<file path="src/rtl/clkreg_pkg.sv">
package clkreg_pkg;
    localparam int NUM_CLK  = 4;
    localparam int IDX_W    = 6;
    localparam int SEL_W    = $clog2(NUM_CLK);
    localparam int PD_W     = 2;

    localparam logic [IDX_W-1:0] IDX_VCTL = 6'd5;
    localparam logic [IDX_W-1:0] IDX_POST = 6'd6;
    localparam logic [IDX_W-1:0] IDX_FB0  = 6'd7;
    localparam logic [IDX_W-1:0] IDX_EXT  = IDX_FB0 + IDX_W'(NUM_CLK);

    localparam int VRST_BIT   = 2;
    localparam int STROBE_BIT = 6;
    localparam int WE_BIT     = 1;

    typedef enum logic [1:0] {
        HS_ADDR = 2'd0,
        HS_DATA = 2'd1,
        HS_CTRL = 2'd2,
        HS_NONE = 2'd3
    } host_sel_e;

    typedef struct packed {
        logic [7:0]              vctl;
        logic [7:0]              post;
        logic [NUM_CLK-1:0][7:0] fb;
        logic [7:0]              ext;
    } bank_t;
endpackage

</file>
<file path="src/rtl/clkreg_addr_dec.sv">
module clkreg_addr_dec
    import clkreg_pkg::*;
(
    input  logic             clk,
    input  logic             rst_n,
    input  logic             addr_wr,
    input  logic [7:0]       wdata,
    output logic [IDX_W-1:0] idx,
    output logic             wr_en_flag,
    output logic [7:0]       addr_byte
);
    logic [7:0] addr_d, addr_q;

    always_comb begin
        addr_d = addr_q;
        if (addr_wr) addr_d = wdata & 8'hFE;
    end

    always_ff @(posedge clk or negedge rst_n) begin
        if (!rst_n) addr_q <= '0;
        else        addr_q <= addr_d;
    end

    assign idx        = addr_q[7:2];
    assign wr_en_flag = addr_q[WE_BIT];
    assign addr_byte  = addr_q;


    addr_load_chk: assert property (@(posedge clk) disable iff (!rst_n)
        addr_wr |=> (addr_byte == ($past(wdata) & 8'hFE)));
endmodule

</file>
<file path="src/rtl/clkreg_bank.sv">
module clkreg_bank
    import clkreg_pkg::*;
(
    input  logic             clk,
    input  logic             rst_n,
    input  logic             wr_en,
    input  logic [IDX_W-1:0] idx,
    input  logic [7:0]       wdata,
    input  logic [SEL_W-1:0] sel,
    output logic [7:0]       rd_val,
    output logic             idx_valid,
    output logic [PD_W-1:0]  act_post_div,
    output logic [7:0]       act_fb_div,
    output logic             act_ext,
    output logic [3:0]       ext_div,
    output logic             vgen_rst
);
    bank_t bank_d, bank_q;
    logic  is_vctl, is_post, is_ext;
    logic [NUM_CLK-1:0] is_fb;

    assign is_vctl = (idx == IDX_VCTL);
    assign is_post = (idx == IDX_POST);
    assign is_ext  = (idx == IDX_EXT);

    for (genvar n = 0; n < NUM_CLK; n++) begin : g_fb_hit
        assign is_fb[n] = (idx == IDX_FB0 + IDX_W'(n));
    end

    assign idx_valid = is_vctl | is_post | is_ext | (|is_fb);

    always_comb begin
        bank_d = bank_q;
        if (wr_en) begin
            if (is_vctl) bank_d.vctl = wdata;
            if (is_post) bank_d.post = wdata;
            if (is_ext)  bank_d.ext  = wdata;
            for (int n = 0; n < NUM_CLK; n++)
                if (is_fb[n]) bank_d.fb[n] = wdata;
        end
    end

    always_ff @(posedge clk or negedge rst_n) begin
        if (!rst_n) bank_q <= '0;
        else        bank_q <= bank_d;
    end

    always_comb begin
        rd_val = '0;
        if (is_vctl) rd_val = bank_q.vctl;
        if (is_post) rd_val = bank_q.post;
        if (is_ext)  rd_val = bank_q.ext;
        for (int n = 0; n < NUM_CLK; n++)
            if (is_fb[n]) rd_val = bank_q.fb[n];
    end

    assign act_post_div = bank_q.post[PD_W*sel +: PD_W];
    assign act_fb_div   = bank_q.fb[sel];
    assign act_ext      = bank_q.ext[4 + 32'(sel)];
    assign ext_div      = bank_q.ext[3:0];
    assign vgen_rst     = bank_q.vctl[VRST_BIT];


    no_flag_hold_chk: assert property (@(posedge clk) disable iff (!rst_n)
        !wr_en |=> $stable(bank_q));


    bad_idx_hold_chk: assert property (@(posedge clk) disable iff (!rst_n)
        (wr_en && !idx_valid) |=> $stable(bank_q));
endmodule

</file>
<file path="src/rtl/clkreg_port.sv">
module clkreg_port
    import clkreg_pkg::*;
(
    input  logic             clk,
    input  logic             rst_n,
    input  logic             host_wr,
    input  logic             host_rd,
    input  logic [1:0]       host_sel,
    input  logic [7:0]       host_wdata,
    output logic [7:0]       host_rdata,
    output logic [SEL_W-1:0] pix_sel,
    output logic             clk_strobe,
    output logic             vgen_rst,
    output logic [PD_W-1:0]  act_post_div,
    output logic [7:0]       act_fb_div,
    output logic             act_ext,
    output logic [3:0]       ext_div
);
    typedef struct packed {
        logic [SEL_W-1:0] sel;
        logic             strobe;
        logic [7:0]       rdata;
    } port_t;

    port_t st_d, st_q;

    logic [IDX_W-1:0] idx;
    logic             we_flag, idx_valid;
    logic [7:0]       addr_byte, rd_val;
    logic             addr_wr, data_wr, ctrl_wr;

    assign addr_wr = host_wr && (host_sel == HS_ADDR);
    assign data_wr = host_wr && (host_sel == HS_DATA);
    assign ctrl_wr = host_wr && (host_sel == HS_CTRL);

    clkreg_addr_dec u_addr (
        .clk        (clk),
        .rst_n      (rst_n),
        .addr_wr    (addr_wr),
        .wdata      (host_wdata),
        .idx        (idx),
        .wr_en_flag (we_flag),
        .addr_byte  (addr_byte)
    );

    clkreg_bank u_bank (
        .clk          (clk),
        .rst_n        (rst_n),
        .wr_en        (data_wr && we_flag),
        .idx          (idx),
        .wdata        (host_wdata),
        .sel          (st_q.sel),
        .rd_val       (rd_val),
        .idx_valid    (idx_valid),
        .act_post_div (act_post_div),
        .act_fb_div   (act_fb_div),
        .act_ext      (act_ext),
        .ext_div      (ext_div),
        .vgen_rst     (vgen_rst)
    );

    always_comb begin
        st_d        = st_q;
        st_d.strobe = 1'b0;
        if (ctrl_wr) begin
            st_d.sel    = host_wdata[SEL_W-1:0];
            st_d.strobe = host_wdata[STROBE_BIT];
        end
        if (host_rd) begin
            unique case (host_sel)
                HS_ADDR: st_d.rdata = addr_byte;
                HS_DATA: st_d.rdata = rd_val;
                HS_CTRL: st_d.rdata = 8'(st_q.sel);
                default: st_d.rdata = '0;
            endcase
        end
    end

    always_ff @(posedge clk or negedge rst_n) begin
        if (!rst_n) st_q <= '0;
        else        st_q <= st_d;
    end

    assign host_rdata = st_q.rdata;
    assign pix_sel    = st_q.sel;
    assign clk_strobe = st_q.strobe;


    rdata_hold_chk: assert property (@(posedge clk) disable iff (!rst_n)
        !host_rd |=> $stable(host_rdata));


    strobe_src_chk: assert property (@(posedge clk) disable iff (!rst_n)
        $rose(clk_strobe) |-> $past(host_wr && host_sel == HS_CTRL));


    bad_idx_read_chk: assert property (@(posedge clk) disable iff (!rst_n)
        (host_rd && host_sel == HS_DATA && !idx_valid) |=> (host_rdata == 8'h00));


    resv_bit_chk: assert property (@(posedge clk) disable iff (!rst_n)
        (host_rd && host_sel == HS_ADDR) |=> (host_rdata[0] == 1'b0));
endmodule

</file>
<file path="config.mk">
export PLATFORM = sky130hd
export DESIGN_NAME = clkreg_port
export DESIGN_NICKNAME = d
export VERILOG_FILES = /design/src/rtl/clkreg_pkg.sv /design/src/rtl/clkreg_addr_dec.sv /design/src/rtl/clkreg_bank.sv /design/src/rtl/clkreg_port.sv
export SDC_FILE = /design/constraint.sdc
export NUM_CORES = 1
export LEC_CHECK = 0
export ABC_AREA = 1
export ABC_CLOCK_PERIOD_IN_PS = 2000
export CORE_ASPECT_RATIO = 1.25
export CORE_MARGIN = 3
export CORE_UTILIZATION = 45
export DETAILED_ROUTE_END_ITERATION = 6
export DONT_BUFFER_PORTS = 1
export GPL_TIMING_DRIVEN = 0
export PLACE_DENSITY = 0.66
export SLEW_MARGIN = 25
export SYNTH_ARGS = -nofsm -noshare
export SYNTH_HDL_FRONTEND = slang
export SYNTH_SLANG_ARGS = --single-unit
export TNS_END_PERCENT = 30
</file>
<file path="constraint.sdc">
create_clock -name clk -period 2 [get_ports clk]
set_input_delay 0.4 -clock clk [delete_from_list [all_inputs] [get_ports clk]]
set_output_delay 0.4 -clock clk [all_outputs]
set_load 0.02 [all_outputs]
</file>
# --- Word level (Yosys, flattened, before mapping) ---
# Cells that the tools add are included.
totals:
  output_inout_bits: 27
  input_bits: 14
  word_cells: 49
  reg_bits: 74
op_classes:
  shift: 1
  reduce_logical: 12
  muxes: 13
  n_eq_ne: 9
  magnitude_cmp: 2
  addsub: 1
ops:
  columns: ["operator", "count"]
  rows:
  - ["8-bit two-way mux", 8]
  - ["32-bit by 4-bit < comparator with 1-bit output (second input constant)", 1]
  - ["6-bit by 4-bit == test with 1-bit output (second input constant)", 4]
  - ["8-bit one-hot mux with 3 select lines", 1]
  - ["6-bit by 3-bit == test with 1-bit output (second input constant)", 3]
  - ["8-bit binary-select mux with 2-bit select", 1]
  - ["2-bit AND reduction", 7]
  - ["8-bit by 4-bit variable part select with 2-bit output", 1]
  - ["3-bit by 2-bit adder with 4-bit output (first input constant)", 1]
  - ["1-bit logical AND", 4]
  - ["1-bit binary-select mux with 3-bit select", 1]
  - ["2-bit by 3-bit < comparator with 1-bit output (second input constant)", 1]
  - ["2-bit by 1-bit == test with 1-bit output (second input constant)", 1]
  - ["2-bit == test (second input constant)", 1]
  - ["2-bit zero test", 1]
  - ["1-bit two-way mux", 2]

# --- Longest topological paths before layout ---
logic_depth:
  ltp_word: 9
  ltp_mapped: 11
  ltp_nobuf: 11

# --- Cells and area by module ---
# From an unflattened synthesis, not the netlist that was laid out.
unflattened:
  hier_cells: 510
  area_unflattened_um2: 4090.2
modules_own_cells:
  columns: ["module", "cells_each", "instances", "area_each_um2", "seq_area_each_um2"]
  rows:
  - ["clkreg_bank", 392, 1, 3175.5, 1401.3]
  - ["clkreg_port", 79, 1, 581.8, 275.3]
  - ["clkreg_addr_dec", 39, 1, 332.8, 175.2]

# --- Worst setup path before layout ---
# OpenSTA, ideal clock, no wires.
synth_path:
  path_kind: "register -> output"
  from: "register st_q, in the netlist pix_sel[0]"
  to: "output port act_fb_div[0]"
  n_path_buf: 1
  slack_ps: 273
  t_required_ps: 1600
  t_arrival_ps: 1327
  path_stages_with_launch: 5
  cell_sequence: "dfrtp_1 -> inv_1 -> clkbuf_1 -> nor2_1 -> o22ai_1"
synth_between:
  elab_chain_cells: 2
synth_rtl:
  columns: ["element", "line", "rtl"]
  rows:
  - ["start, declared", "clkreg_port.sv:25", "port_t st_d, st_q;"]
  - ["start signal, assigned", "clkreg_port.sv:81", "else st_q <= st_d;"]
  - ["8-bit binary-select mux with 2-bit select", "clkreg_bank.sv:58", "assign act_fb_div = bank_q.fb[sel];"]
  - ["8-bit two-way mux (not written as such)", "clkreg_bank.sv:58", null]
  - ["end, declared", "clkreg_port.sv:15", "output logic [7:0] act_fb_div,"]
# Every way passes these cells. The select of a mux whose other input is x is not followed.

# --- Worst setup path after layout ---
layout_path:
  from: "register st_q, in the netlist pix_sel[0]"
  to: "output port act_post_div[0]"
layout_between:
  elab_chain_cells: 1
layout_rtl:
  columns: ["element", "line", "rtl"]
  rows:
  - ["8-bit by 4-bit variable part select with 2-bit output", "clkreg_bank.sv:57", "assign act_post_div = bank_q.post[PD_W*sel +: PD_W];"]
  - ["end, declared", "clkreg_port.sv:14", "output logic [PD_W-1:0] act_post_div,"]
# Every way passes these cells.

==> summary.log <==
INFO  synthesis      yosys_warning_count=0
INFO  synthesis      synthCells=471
INFO  timing         worst_hold_slack=-0.276ns
INFO  critical_path  slowest_stage=dfrtp_2
INFO  synthesis      synth.ff_latch_count=74
INFO  clock_tree     postCtsSetupRepairBufs=0
INFO  timing         post-route-period-util=0.982
INFO  clock_tree     htree_levels=3
INFO  power          cell_internal_pwr=2.31mW
INFO  timing         setup_viol_count_final=0
INFO  critical_path  worstPathArrival=1.56ns
INFO  clock_tree     cts.sinks=74
INFO  critical_path  reg2reg_setup_slack=0.18ns
INFO  die            ios=41
INFO  power          irDropWorstVdd=0.000367V
INFO  critical_path  critical_path.cell_chain=inv_2 > buf_6 > nor2_1 > o22ai_2
INFO  power          pwr-share-clk=0.296
INFO  cells_and_area fin_nets=496
INFO  clock_tree     cts_tree=yes
INFO  cells_and_area antenna_cells=0
INFO  critical_path  critical_path_peak_fanout=10
INFO  power          total_switching_power=1.13mW
INFO  timing         timing_hold_violations_final=74
INFO  timing         setup_ws=0.0362ns
INFO  synthesis      synthesis.area=3770um^2
INFO  cells_and_area layout.filler_cells=781
INFO  clock_tree     cts_root_buffer=clkbuf_8
INFO  global_route   grt_use_total=0.247
INFO  die            dieWidth=87.9um
INFO  critical_path  regToRegStartpoint=u_addr.addr_byte[6]
INFO  critical_path  critical_path.max_stage_delay=0.51ns
INFO  drt            wirelength=10900um
INFO  timing         period_minus_slack=1.96ns
INFO  global_route   first_global_vias=3168
INFO  critical_path  worstSetupPathType=flip-flop to primary output
INFO  cells_and_area syn2layout_area_growth=10.2%
INFO  global_route   grt_max_degree=75
INFO  global_route   number_of_antenna_violations_at_the_first_check_in_global_routing=0
INFO  die            initial_utilization=0.473
INFO  drt            wire_per_inst=18.8um
INFO  power          power_frac_seq=0.507
INFO  timing         worst_pin_slew=0.517ns
INFO  synthesis      synth.lib_cells_used.distinct=24
INFO  drt            vias_per_cell=5.70
INFO  timing         relSlewSlack=0.655
INFO  place          detailedPlacementHpwl=7630um
INFO  power          power_leakage=2.03nW
INFO  run            max_cap_viols=0
INFO  synthesis      syn_nets=485
INFO  critical_path  ff2ff_path_depth=7
INFO  power          fin_total_pwr=3.45mW
INFO  clock_tree     post_cts_clock_slew_at_the_launch_and_capture_registers_of_the_worst_setup_and_hold_paths=0.07ns
INFO  die            coreArea=7970um^2
INFO  timing         rsz0062_at_grt=yes
INFO  drt            remaining_drc_errors=0
INFO  die            fp.dieH=108um
INFO  clock_tree     numCtsBuffers=9
INFO  place          place.port_buffers=0
INFO  clock_tree     clkLatencyLatePin=0.36ns
INFO  drt            first_pass_iters=5
INFO  timing         slew_violations=0
INFO  clock_tree     cts_buffer_depth=2
INFO  drt            drtIter0Drc=299
INFO  critical_path  cp.required=1.60ns
INFO  drt            ant_nets=0
INFO  global_route   wire_length_of_the_first_global_routing_pass=17200um
INFO  critical_path  cp-start-kind=flip-flop
INFO  place          post-place-ws=-0.0993ns
INFO  critical_path  setup.worst_path.end_class=primary output
INFO  drt            route.vias.total=3298
INFO  cells_and_area layout_commonest_cell=nand2_1
INFO  hold_path      min_path_type=input pin to asynchronous set/reset pin
INFO  power          combinationalPowerShare=0.197
INFO  cells_and_area post-route-util=0.521
INFO  die            die-area=9520um^2
INFO  die            fp-row-count=36
INFO  timing         timing.fmax=0.509GHz
INFO  synthesis      synth_sequential_area_ratio=0.491
INFO  critical_path  worstReg2RegEnd=u_bank.bank_q[14]
INFO  cells_and_area layout_common_cells=131 x nand2_1, 72 x dfrtp_1, 55 x o21ai_1
INFO  global_route   overflow=0
INFO  cells_and_area drive_gt1_frac=0.165
INFO  synthesis      post_synthesis_mean_instance_area=8.00um^2
INFO  timing         worst_clock_skew=0.00685ns
INFO  power          swShare=0.328
INFO  power          cellPowerDensity=830nW/um^2
INFO  status         status=complete, but fails checks
INFO  place          place.gp.congestion=0.946
INFO  status         violated_checks=negative hold slack
==> final cells by class <==
| type | count | area [um^2] | area share |
|---|---|---|---|
| Inverter | 24 | 90.1 | 0.0217 |
| Multi-Input combinational cell | 352 | 1750 | 0.421 |
| Clock buffer | 13 | 159 | 0.0383 |
| Tap cell | 95 | 119 | 0.0286 |
| Sequential cell | 74 | 1850 | 0.446 |
| Buffer | 21 | 181 | 0.0437 |
==> worst max-delay path, delay by kind of cell (launching register included) <==
kind	cells	cell delay [ns]
flops	1	0.51
compound gates	1	0.34
buf+inv	2	0.29
simple gates	1	0.07
==> registers in the layout, indices dropped and copies added, names as in the netlist <==
name              count
u_bank.vgen_rst       1
pix_sel               2
u_addr.addr_byte      7
u_bank.bank_q        51
host_rdata            8
clk_strobe            1
u_bank.ext_div        4
==> worst max path at each step <==
| stage | start | to | slack [ns] | cells past startpoint |
|---|---|---|---|---|
| final | pix_sel[0] | act_post_div[0] | 0.04 | 4 |
| after global routing | pix_sel[0] | act_post_div[0] | -0.02 | 4 |
| after CTS | pix_sel[0] | act_fb_div[2] | -0.01 | 4 |
| after detailed placement | pix_sel[0] | act_fb_div[2] | -0.1 | 4 |
| after global placement | pix_sel[0] | act_fb_div[7] | -0.07 | 4 |
| after floorplan | pix_sel[0] | act_fb_div[0] | 0.27 | 4 |
==> cells by family after synthesis <==
kind of cell | after synthesis | share of synthesized area
AO/OA/AOI/OAI | 123 | 0.175
buffers and inverters | 45 | 0.0647
AND/OR/NAND/NOR | 229 | 0.269
flip-flops | 74 | 0.491
==> metrics by stage <==
step | setup TNS (ns) | instance area, um^2 | cells
after floorplan | 0 | 3770 | 471
after global placement | -0.303 | 3890 | 566
after detailed placement | -0.703 | 3890 | 566
after CTS | -0.0179 | 4130 | 579
after global routing | -0.0285 | 4150 | 579
final | 0 | 4150 | 579
==> repair_timing <==
action                     in CTS  in global routing
pin swaps                       9                  6
resized for setup              22                 18
setup endpoints to repair      11                 11
cloned                          0                  0
hold endpoints to repair       74                 74
==> layer usage <==
| metal | share of wire | up-vias | global-route usage | routed length [um] |
|---|---|---|---|---|
| met5 | 0 | - | 0 | 0 |
| met4 | 0.032 | 0 | 0.111 | 347 |
| met3 | 0.067 | 23 | 0.0473 | 733 |
| met2 | 0.47 | 128 | 0.377 | 5060 |
| met1 | 0.43 | 1583 | 0.341 | 4720 |
| li1 | - | 1564 | - | - |
==> cell usage after synthesis, drive strengths merged <==
library cell | count | area [um^2]
or2 | 3 | 18.8
nand2 | 142 | 601
inv | 24 | 90.1
o21ai | 89 | 475
a21oi | 23 | 115
buf | 15 | 131
nor2 | 63 | 283
nand4 | 2 | 12.5
clkbuf | 6 | 22.5
nand3 | 19 | 100
dfrtp | 74 | 1850
o22ai | 11 | 68.8
==> power by group through the flow <==
stage	logic (mW)	clock network, mW	registers (mW)
3_3_place_gp	0.571	0	1.77
5_1_grt	0.744	1.09	1.76
4_1_cts	0.645	1.03	1.74
2_1_floorplan	0.450	0	1.73
6_report	0.678	1.02	1.75
3_5_place_dp	0.583	0	1.77
No activity file was read; power rests on OpenSTA's default activity.
